File: config.mk
export PLATFORM = sky130hd
export DESIGN_NAME = alu_core8
export DESIGN_NICKNAME = d
export VERILOG_FILES = /design/src/rtl/alu_pkg.sv /design/src/rtl/alu_addsub.sv /design/src/rtl/alu_logic.sv /design/src/rtl/alu_mux2.sv /design/src/rtl/alu_core8.sv
export SDC_FILE = /design/constraint.sdc
export NUM_CORES = 1
export LEC_CHECK = 0
export CAP_MARGIN = 15
export CORE_MARGIN = 2
export CORE_UTILIZATION = 59
export DETAILED_ROUTE_END_ITERATION = 16
export DONT_BUFFER_PORTS = 1
export PLACE_DENSITY = 0.75
export SYNTH_ARGS = -nofsm -noshare
export SYNTH_HDL_FRONTEND = slang
export SYNTH_SLANG_ARGS = --single-unit
File: constraint.sdc
create_clock -name clk -period 7 [get_ports clk]
set_input_delay 1.05 -clock clk [delete_from_list [all_inputs] [get_ports clk]]
set_output_delay 1.05 -clock clk [all_outputs]
set_load 0.01 [all_outputs]
File: src/rtl/alu_pkg.sv
// Package: shared encodings for the byte ALU.
// Assumes: the operation code is two bits wide; bit 0 selects add/sub or
// NAND/NOR, bit 1 selects arithmetic (0) or logic (1).
package alu_pkg;

    typedef enum logic [1:0] {
        OP_ADD  = 2'b00,
        OP_SUB  = 2'b01,
        OP_NAND = 2'b10,
        OP_NOR  = 2'b11
    } alu_op_e;

    typedef struct packed {
        logic carry;
        logic ovf;
        logic zero;
        logic neg;
    } alu_flags_t;

endpackage

File: src/rtl/alu_addsub.sv
// Module: shared adder/subtractor.
// Subtracts by inverting b and injecting carry-in = 1. Overflow compares the
// signs of the two adder inputs with the sign of the sum.
// Assumes: purely combinational, WIDTH >= 2.
module alu_addsub #(
    parameter int WIDTH = 8
) (
    input  logic [WIDTH-1:0] a,
    input  logic [WIDTH-1:0] b,
    input  logic             sub,
    output logic [WIDTH-1:0] sum,
    output logic             cout,
    output logic             ovf
);
    localparam int MSB = WIDTH - 1;

    logic [WIDTH-1:0] b_eff;
    logic [WIDTH:0]   wide;

    // Conditionally invert the second operand and add with carry-in.
    always_comb begin
        b_eff = b ^ {WIDTH{sub}};
        wide  = {1'b0, a} + {1'b0, b_eff} + {{WIDTH{1'b0}}, sub};
        sum   = wide[MSB:0];
        cout  = wide[WIDTH];
        ovf   = (a[MSB] == b_eff[MSB]) && (wide[MSB] != a[MSB]);
    end
endmodule

File: src/rtl/alu_logic.sv
// Module: bitwise logic unit producing NAND or NOR of the operands.
// Assumes: sel_nor = 0 gives NAND, 1 gives NOR; purely combinational.
module alu_logic #(
    parameter int WIDTH = 8
) (
    input  logic [WIDTH-1:0] a,
    input  logic [WIDTH-1:0] b,
    input  logic             sel_nor,
    output logic [WIDTH-1:0] y
);
    // One identical gate pair per bit lane.
    for (genvar i = 0; i < WIDTH; i++) begin : g_lane
        assign y[i] = sel_nor ? ~(a[i] | b[i]) : ~(a[i] & b[i]);
    end
endmodule

File: src/rtl/alu_mux2.sv
// Module: word-wide two-way multiplexer.
// Assumes: sel = 0 passes d0, sel = 1 passes d1.
module alu_mux2 #(
    parameter int WIDTH = 8
) (
    input  logic [WIDTH-1:0] d0,
    input  logic [WIDTH-1:0] d1,
    input  logic             sel,
    output logic [WIDTH-1:0] y
);
    // Select one of the two words.
    assign y = sel ? d1 : d0;
endmodule

File: src/rtl/alu_core8.sv
// Module: top level of the four-operation ALU.
// Wires the adder/subtractor, the logic unit and the result multiplexer, and
// derives the status flags. With REGISTERED = 1 the result and the flags are
// held in a register that has a synchronous active-low reset.
// Assumes: op[0] drives add/sub and NAND/NOR, op[1] drives the multiplexer.
module alu_core8 #(
    parameter int WIDTH      = 8,
    parameter bit REGISTERED = 1'b1
) (
    input  logic             clk,
    input  logic             rst_n,
    input  logic [WIDTH-1:0] a,
    input  logic [WIDTH-1:0] b,
    input  logic [1:0]       op,
    output logic [WIDTH-1:0] result,
    output logic             carry,
    output logic             overflow,
    output logic             zero,
    output logic             negative
);
    import alu_pkg::*;

    localparam int MSB = WIDTH - 1;

    logic [WIDTH-1:0] arith_y;
    logic [WIDTH-1:0] logic_y;
    logic [WIDTH-1:0] res_d;
    logic             add_cout;
    logic             add_ovf;
    alu_flags_t       flags_d;

    alu_addsub #(.WIDTH(WIDTH)) u_addsub (
        .a    (a),
        .b    (b),
        .sub  (op[0]),
        .sum  (arith_y),
        .cout (add_cout),
        .ovf  (add_ovf)
    );

    alu_logic #(.WIDTH(WIDTH)) u_logic (
        .a       (a),
        .b       (b),
        .sel_nor (op[0]),
        .y       (logic_y)
    );

    alu_mux2 #(.WIDTH(WIDTH)) u_mux (
        .d0  (arith_y),
        .d1  (logic_y),
        .sel (op[1]),
        .y   (res_d)
    );

    // Derive status flags; arithmetic flags are masked for logic ops.
    always_comb begin
        flags_d.carry = add_cout & ~op[1];
        flags_d.ovf   = add_ovf & ~op[1];
        flags_d.zero  = ~|res_d;
        flags_d.neg   = res_d[MSB];
    end

    if (REGISTERED) begin : g_reg
        logic [WIDTH-1:0] res_q;
        alu_flags_t       flags_q;

        // Capture result and flags; synchronous active-low clear.
        always_ff @(posedge clk) begin
            if (!rst_n) begin
                res_q   <= '0;
                flags_q <= '0;
            end else begin
                res_q   <= res_d;
                flags_q <= flags_d;
            end
        end

        assign result   = res_q;
        assign carry    = flags_q.carry;
        assign overflow = flags_q.ovf;
        assign zero     = flags_q.zero;
        assign negative = flags_q.neg;

        // a reset edge leaves every output at zero.
        a_r10_reset_clear: assert property (@(posedge clk)
            !$past(rst_n) |-> (result == '0) && !carry && !overflow && !zero && !negative);

        // logic operations never report carry or overflow.
        a_r6_logic_flags: assert property (@(posedge clk) disable iff (!rst_n)
            $past(rst_n) && $past(op[1]) |-> !carry && !overflow);

        // adding zero returns the first operand without carry.
        a_r1_add_zero: assert property (@(posedge clk) disable iff (!rst_n)
            $past(rst_n) && ($past(op) == OP_ADD) && ($past(b) == '0)
            |-> (result == $past(a)) && !carry && !overflow);

        // subtracting an equal operand gives zero with no borrow.
        a_r2_sub_self: assert property (@(posedge clk) disable iff (!rst_n)
            $past(rst_n) && ($past(op) == OP_SUB) && ($past(a) == $past(b))
            |-> zero && carry && !overflow);

        // operands of opposite sign cannot overflow when added.
        a_r5_add_mixed_sign: assert property (@(posedge clk) disable iff (!rst_n)
            $past(rst_n) && ($past(op) == OP_ADD) && ($past(a[MSB]) != $past(b[MSB]))
            |-> !overflow);
    end else begin : g_comb
        assign result   = res_d;
        assign carry    = flags_d.carry;
        assign overflow = flags_d.ovf;
        assign zero     = flags_d.zero;
        assign negative = flags_d.neg;
    end
endmodule

==> impl_metrics.tcl, run 1 <==
set metrics [dict create \
    cp_data_required_time_ns 7.18 \
    row_count 14 \
    cap_violations 0 \
    synth_common_cells "dfxtp_1 (11), nor2_1 (11), a21oi_1 (8), ha_1 (8)" \
    crit_end "zero" \
    max_stage_delay_ns 0.42 \
    critPathKind "in -> reg" \
    gp_congestion 0.810 \
    async_reset_ff_share_pct 0 \
    hold_buffers 0 \
    p_sw_share_pct 32.9 \
    clockBufferDepth 2 \
    crit_path_end_kind "flip-flop" \
    netlist.area_leader.share_pct 22.7 \
    chipHeight_um 44.5 \
    synth_compound_area_share_pct 23.5 \
    cp_slowest_cell "fa_1" \
    intPower_w 0.000123 \
    cts_tree "built" \
    io_buffers 0 \
    ctsHtreeMaxLevel 1 \
    p_sw_w 0.0000603 \
    synth-edff-count 0 \
    yosys_register_bits 11 \
    synth.distinct_cells 39 \
    drv_slew 0 \
    grt_use_total_pct 20.5 \
    crit_path_start_kind "input port" \
    drt_iter0_markers 10 \
    synthCells 116 \
    cts_buffers 3 \
    ant_nets 0 \
    multi_input_area_um2 699 \
    drc 0 \
    synth_ff_type "dfxtp_1" \
    cp.arrival_ns 2.91 \
    synth_top_area_cell "dfxtp_1" \
    antenna_found_initial 0 \
    start_util_pct 63.6 \
    fillCellCount 139 \
    hold_violations 0 \
    synth_xor_area_share_pct 8.13 \
    grt_pass1_wl_um 2980 \
    synth_area_leaders "dfxtp_1 (23%), ha_1 (10%), xor2_1 (6.3%)" \
    synth_top_family_by_area "compound AO/OA/AOI/OAI gates" \
    wl_um 1770 \
    muxShareOfSynthArea_pct 4.52 \
    fin_tns_setup_ns 0 \
    period_minus_slack_ns 2.73 \
    cp_top_family "multiplexers" \
    grt_overflow 0 \
    final_net_count 144 \
    crit_chain "mux2i_2 -> inv_1 -> fa_1 -> a211oi_1 -> o21bai_1 -> mux2i_1 -> nand2_1 -> nor4_2" \
    register_area_um2 220 \
    outcome "complete, no violations" \
    fmax_mhz 366 \
    fin_crit_sh_pct 39.1 \
    place_hpwl_um 1440 \
    power_frac_seq_pct 40.7 \
    ys_seq_area_share_pct 22.7 \
    relSlewSlack_pct 70.8 \
    grt_max_degree 22 \
    rsz0062_at_grt "no" \
    pwr-share-clk_pct 22.0 \
    worst-path-stages 8 \
    final_layout_size_suffix_gt1_share_pct 6.14 \
    cellPowerDensity_nw_per_um2 187 \
    syn_nets 145 \
    cts_resized 0 \
    setup_violations 0 \
    die_x_um 44.5 \
    grt_pass1_vias 720 \
    wire_per_inst_um 13.6 \
    comb_power_share_pct 37.4 \
    syn_avg_cell_area_um2 8.36 \
    syn_area_um2 970 \
    numClockSinks 11 \
    startpoint "b[0]" \
    pre_cts_slack_ns 4.03 \
    cp_num_buf_inv 1 \
    pin_count 32 \
    cts-root-buf "clkbuf_4" \
    via_per_inst 6.31 \
    ir_drop_mv 0.0797 \
    yosysWarnings 0 \
    tightest_slew_ns 0.438 \
    postCtsSetupBuffers 0 \
    path_clk_slew_ns 0.07 \
    synth_simple_gate_area_share_pct 20.5 \
    area_delta_synth_final_pct 1.16 \
    hp-class "in -> reg" \
    n_antenna_cell 0 \
    first_pass_iters 4 \
    dr_total_vias 820 \
    p_leak_nw 0.398 \
    synth_fa_ha_area_share_pct 15.5 \
    dieArea_um2 1980 \
    crit_fanout 4 \
    coreArea_um2 1520 \
    worst_slack_ns 4.27 \
]
registers in the layout, summed over array words and instances (netlist names):
name / flops
result: 8
zero: 1
carry: 1
overflow: 1
power groups by stage:
stage | registers, W | clock network (W) | logic [W]
floorplan | 0.0000753 | 0 | 0.0000620
global placement | 0.0000760 | 0 | 0.0000659
detailed placement | 0.0000761 | 0 | 0.0000676
CTS | 0.0000747 | 0.0000418 | 0.0000682
global route | 0.0000755 | 0.0000460 | 0.0000776
finish | 0.0000745 | 0.0000403 | 0.0000685
worst min-delay path by stage:
stage                from        end  slack, ns  depth (start not counted)
CTS                 rst_n  result[2]       0.91                          1
detailed placement  rst_n  result[1]       1.17                          1
global route        rst_n  result[1]       0.90                          1
floorplan           rst_n  result[1]       1.17                          1
finish              rst_n  result[2]       0.91                          1
global placement    rst_n  result[1]       1.18                          1
cells in the final DEF, fill, tap and decap left out, drive strengths merged, types with 3 or more instances in the layout:
| cell | count |
|---|---|
| a21oi | 8 |
| o211ai | 3 |
| ha | 8 |
| mux2i | 4 |
| and2 | 4 |
| nand2 | 7 |
| maj3 | 3 |
| o21ai | 8 |
| xor2 | 7 |
| nor2 | 11 |
| clkbuf | 4 |
| dfxtp | 11 |
| nor3b | 4 |
| inv | 4 |
| a21o | 3 |
area by class of cell:
| class | count | area share, % |
|---|---|---|
| Multi-Input combinational cell | 95 | 71.3 |
| Sequential cell | 11 | 22.4 |
| Tap cell | 16 | 2.04 |
| Inverter | 4 | 1.53 |
| Clock buffer | 4 | 2.68 |
cell families (layout without fill, tap and decap cells):
kind of cell             after synthesis  count (layout)
AO/OA/AOI/OAI                         34              34
XOR/XNOR                               9               9
adder cells (fa/ha/maj)               12              12
buffers and inverters                 10               8
flip-flops                            11              11
multiplexers                           4               4
AND/OR/NAND/NOR                       36              36
layer usage:
layer  routed length, um  part of all wire [%]  global-route usage, %
met5                   0                     0                      0
met4                  19                   1.1                   10.9
met3                 111                   6.3                   2.86
met2                 786                    45                   32.8
met1                 848                    48                   26.3
through the flow:
| step | hold slack, ns | instance area [um^2] | std cells | util (%) | total power, W |
|---|---|---|---|---|---|
| after detailed placement | 1.17 | 955 | 126 | 62.6 | 0.000144 |
| after CTS | 0.905 | 981 | 130 | 64.4 | 0.000185 |
| final | 0.914 | 981 | 130 | 64.4 | 0.000183 |
| after global placement | 1.18 | 955 | 126 | 62.6 | 0.000142 |
| after global routing | 0.901 | 981 | 130 | 64.4 | 0.000199 |
| after floorplan | 1.17 | 970 | 116 | - | 0.000137 |
Power figures use the tool's default switching activity.
==> run 2, diff against run 1 <==
- CORE_UTILIZATION: 59 -> 55
- PLACE_DENSITY: 0.75 -> 0.73
- clock period: 7 -> 2.24 ns (I/O delays scaled with it)
==> run 2 against run 1 <==
  * Hold slack lost 0.71 ns
  * Die area grew 6.6%
  * Clock power grew to 3.0 times the previous value
  * Sequential share of layout area shrank 0.23 points
  * Largest cell class unchanged
  * Final cell count grew 0.77%
  * Global-route usage shrank 2.8 points
  * First-iteration DRC count grew 60%
  * Combinational power grew to 3.2 times the previous value
  * Core utilization shrank 5.7 points
  * Highest routed layer is now met3
  * Non-clock buffer count is the same
==> impl_metrics.tcl, run 2 (same netlist as run 1, synthesis figures left out) <==
set metrics [dict create \
    final_net_count 144 \
    dr_total_vias 801 \
    gp_congestion 0.863 \
    first_pass_iters 4 \
    power_frac_seq_pct 40.9 \
    comb_power_share_pct 37.8 \
    p_sw_share_pct 32.3 \
    grt_max_degree 22 \
    largest_reg_flops 8 \
    p_leak_nw 0.400 \
    outcome "complete, no violations" \
    ir_drop_mv 0.235 \
    rsz0062_at_grt "no" \
    cp_slowest_cell "fa_1" \
    setup_violations 0 \
    ant_nets 0 \
    crit_chain "mux2i_2 -> inv_1 -> fa_1 -> a211oi_2 -> o21bai_1 -> mux2i_1 -> nand2_1 -> nor4_2" \
    die_x_um 46.0 \
    crit_path_end_kind "flip-flop" \
    start_util_pct 57.4 \
    mostFrequentLayoutCells "nor2_1 (11), dfxtp_1 (11), ha_1 (8)" \
    ctsHtreeMaxLevel 1 \
    io_buffers 0 \
    cap_violations 0 \
    row_count 15 \
    tightest_slew_ns 0.378 \
    crit_path_start_kind "input port" \
    hold_violations 0 \
    worst-path-stages 8 \
    grt_use_total_pct 17.7 \
    wire_per_inst_um 13.3 \
    cp.arrival_ns 2.11 \
    fin_crit_sh_pct 86.8 \
    intPower_w 0.000386 \
    postCtsSetupBuffers 0 \
    wl_um 1750 \
    hp-start "rst_n" \
    p_sw_w 0.000184 \
    via_per_inst 6.11 \
    fin_tns_setup_ns 0 \
    dr_wl_met3_um 125 \
    dieArea_um2 2120 \
    grt_pass1_wl_um 2810 \
    drv_slew 0 \
    cp_num_buf_inv 1 \
    coreArea_um2 1690 \
    pin_count 32 \
    area_delta_synth_final_pct 2.19 \
    antenna_found_initial 0 \
    relSlewSlack_pct 74.8 \
    hp-class "in -> reg" \
    numClockSinks 11 \
    fmax_mhz 514 \
    grt_overflow 0 \
    chipHeight_um 46.0 \
    path_clk_slew_ns 0.06 \
    grt_pass1_vias 656 \
    final_layout_size_suffix_gt1_share_pct 7.89 \
    fin_util_pct 58.7 \
    clockBufferDepth 2 \
    cts-root-buf "clkbuf_4" \
    top_layer "met3" \
    cts_buffers 3 \
    whs_path_depth 1 \
    place_hpwl_um 1410 \
    critPathKind "in -> reg" \
    drt_iter0_markers 16 \
    max_stage_delay_ns 0.43 \
    cts_resized 0 \
    cp_top_family "multiplexers" \
    min_to "result[5]" \
    worst_slack_ns 0.296 \
    cp_data_required_time_ns 2.41 \
    crit_fanout 4 \
    route.met2.wl_um 777 \
    pre_cts_slack_ns 0.0339 \
    n_antenna_cell 0 \
    cts_tree "built" \
    hold_buffers 0 \
    period_minus_slack_ns 1.94 \
    drt-met1-wl_um 844 \
    pwr-share-clk_pct 21.3 \
    drc 0 \
    cellPowerDensity_nw_per_um2 575 \
]
run 2: cell type report:
cell class              instances  area, um^2
multi-input cells              95         708
fillers                       154         698
flip-flops and latches         11         220
clock buffers                   4        26.3
inverters                       4        15.0
well taps                      17        21.3
run 2: worst max-delay path by stage:
| stage | from | endpoint |
|---|---|---|
| after floorplan | op[0] | zero |
| after global placement | b[0] | zero |
| after detailed placement | b[0] | zero |
| after CTS | b[0] | zero |
| after global routing | b[0] | zero |
| final | b[0] | zero |
run 2: through the flow:
step                      area [um^2]  cells  power [W]  hold slack, ns
after detailed placement          965    127   0.000452           0.463
after CTS                         991    131   0.000571           0.203
after global placement            965    127   0.000447           0.462
after global routing              991    131   0.000612           0.196
final                             991    131   0.000570           0.201
after floorplan                   978    116   0.000434           0.458
run 2: power groups by stage:
stage	logic (W)	clock network, W	registers (W)
6_report	0.000216	0.000122	0.000233
5_1_grt	0.000245	0.000132	0.000236
4_1_cts	0.000216	0.000123	0.000233
3_5_place_dp	0.000214	0	0.000238
3_3_place_gp	0.000210	0	0.000238
2_1_floorplan	0.000198	0	0.000235
run 2: layer usage:
| layer | vias to the layer above | global-route usage (%) |
|---|---|---|
| met5 | - | 0 |
| met3 | 0 | 3.57 |
| met1 | 355 | 28.7 |
| met4 | 0 | 5.14 |
| li1 | 417 | - |
| met2 | 29 | 22.2 |
==> run 3, diff against run 2 <==
- CTS_BUF_LIST: not set -> sky130_fd_sc_hd__clkbuf_4 sky130_fd_sc_hd__clkbuf_8 sky130_fd_sc_hd__clkbuf_16
==> run 3 against run 2 <==
  * Global-route usage is 0.24 points higher
  * First-iteration DRC count unchanged
  * Critical path depth stayed put
  * Critical path type unchanged
  * Maximum frequency about the same
  * Cell area grew 0.38%
  * Largest cell class unchanged
  * Clock-buffer cell count unchanged
  * Wire length rose by 1.1%
  * Sequential share of layout area decreased by 0.084 points
  * Hold slack worse by 0.0083 ns
  * Sequential power barely moved
  * Via count is 0.25% higher
==> impl_metrics.tcl, run 3 (same netlist as run 1, synthesis figures left out) <==
set metrics [dict create \
    fin_tns_setup_ns 0 \
    start_util_pct 57.4 \
    io_buffers 0 \
    hp-class "in -> reg" \
    grt_pass1_vias 656 \
    coreArea_um2 1690 \
    grtUsageMet3_pct 3.57 \
    cts_resized 0 \
    ir_drop_mv 0.242 \
    grtUsageMet1_pct 28.7 \
    path_clk_slew_ns 0.06 \
    area_delta_synth_final_pct 2.58 \
    p_sw_share_pct 31.9 \
    fin_util_pct 58.9 \
    ant_nets 0 \
    final_net_count 144 \
    cts-root-buf "clkbuf_4" \
    place_hpwl_um 1410 \
    cp.arrival_ns 2.12 \
    cap_violations 0 \
    grt_use_total_pct 17.9 \
    wire_per_inst_um 13.5 \
    grt_max_degree 22 \
    dp.cells 127 \
    cts_tree "built" \
    drt_iter0_markers 16 \
    fmax_mhz 514 \
    n_antenna_cell 0 \
    clockBufferDepth 2 \
    crit_path_start_kind "input port" \
    post_dp_cell_area_um2 965 \
    multi_input_area_um2 708 \
    row_count 15 \
    final_layout_size_suffix_gt1_share_pct 8.77 \
    mostFrequentLayoutCells "nor2_1 (11), dfxtp_1 (11), ha_1 (8)" \
    power_frac_seq_pct 39.8 \
    wl_um 1770 \
    crit_fanout 4 \
    dr_total_vias 803 \
    cp_data_required_time_ns 2.41 \
    intPower_w 0.000399 \
    drc 0 \
    hold_violations 0 \
    via_per_inst 6.13 \
    comb_power_share_pct 36.8 \
    postCtsSetupBuffers 0 \
    fillCellCount 154 \
    p_leak_nw 0.403 \
    relSlewSlack_pct 75.8 \
    outcome "complete, no violations" \
    gp_congestion 0.863 \
    cp_top_family "multiplexers" \
    cp_slowest_cell "fa_1" \
    top_usage_layer "met1" \
    p_sw_w 0.000187 \
    first_pass_iters 4 \
    register_area_um2 220 \
    drv_slew 0 \
    cp_num_buf_inv 1 \
    dieArea_um2 2120 \
    largest_reg_flops 8 \
    crit_path_end_kind "flip-flop" \
    grt_pass1_wl_um 2820 \
    pwr-share-clk_pct 23.4 \
    antenna_found_initial 0 \
    tightest_slew_ns 0.363 \
    period_minus_slack_ns 1.94 \
    chipHeight_um 46.0 \
    fin_crit_sh_pct 86.8 \
    rsz0062_at_grt "no" \
    hold_slack_ns 0.192 \
    final_cells 131 \
    use_met2_pct 22.2 \
    max_stage_delay_ns 0.43 \
    cts_buffers 3 \
    stdcell_area_um2 995 \
    cellPowerDensity_nw_per_um2 589 \
    crit_chain "mux2i_2 -> inv_1 -> fa_1 -> a211oi_2 -> o21bai_1 -> mux2i_1 -> nand2_1 -> nor4_2" \
    grt_overflow 0 \
    die_x_um 46.0 \
    critPathKind "in -> reg" \
    hold_buffers 0 \
    ctsHtreeMaxLevel 1 \
    setup_violations 0 \
    numClockSinks 11 \
    pin_count 32 \
]
## run 3: cell count changes in the layout (fill, tap and decap cells not counted)
| cell | change |
|---|---|
| clkbuf_1 | -1 |
| clkbuf_4 | +1 |
## run 3: routing by layer
layer  vias up  routed length [um]
li1        417                   -
met1       357                 835
met2        29                 807
met3         0                 123
met4         0                   0
met5         -                   0
## run 3: power groups by stage
stage	Combinational, W	Clock [W]	Sequential [W]
2_1_floorplan	0.000198	0	0.000235
3_3_place_gp	0.000210	0	0.000238
3_5_place_dp	0.000214	0	0.000238
4_1_cts	0.000216	0.000141	0.000233
5_1_grt	0.000245	0.000147	0.000236
6_report	0.000216	0.000137	0.000233
## run 3: path summary, 6_finish.rpt
check	from	cells after the start	slack [ns]	to
max	b[0]	8	0.30	zero
min	rst_n	1	0.19	result[5]
## run 3: stage by stage
stage | setup slack, ns | total power (W)
2_1_floorplan | 0.0362 | 0.000434
3_3_place_gp | 0.135 | 0.000447
3_5_place_dp | 0.0339 | 0.000452
4_1_cts | 0.286 | 0.000590
5_1_grt | 0.117 | 0.000627
6_report | 0.295 | 0.000586
## run 3: cell type report
| type | count | area share [%] |
|---|---|---|
| clock buffers | 4 | 3.02 |
| multi-input cells | 95 | 71.2 |
| well taps | 17 | 2.14 |
| flip-flops and latches | 11 | 22.1 |
| inverters | 4 | 1.51 |
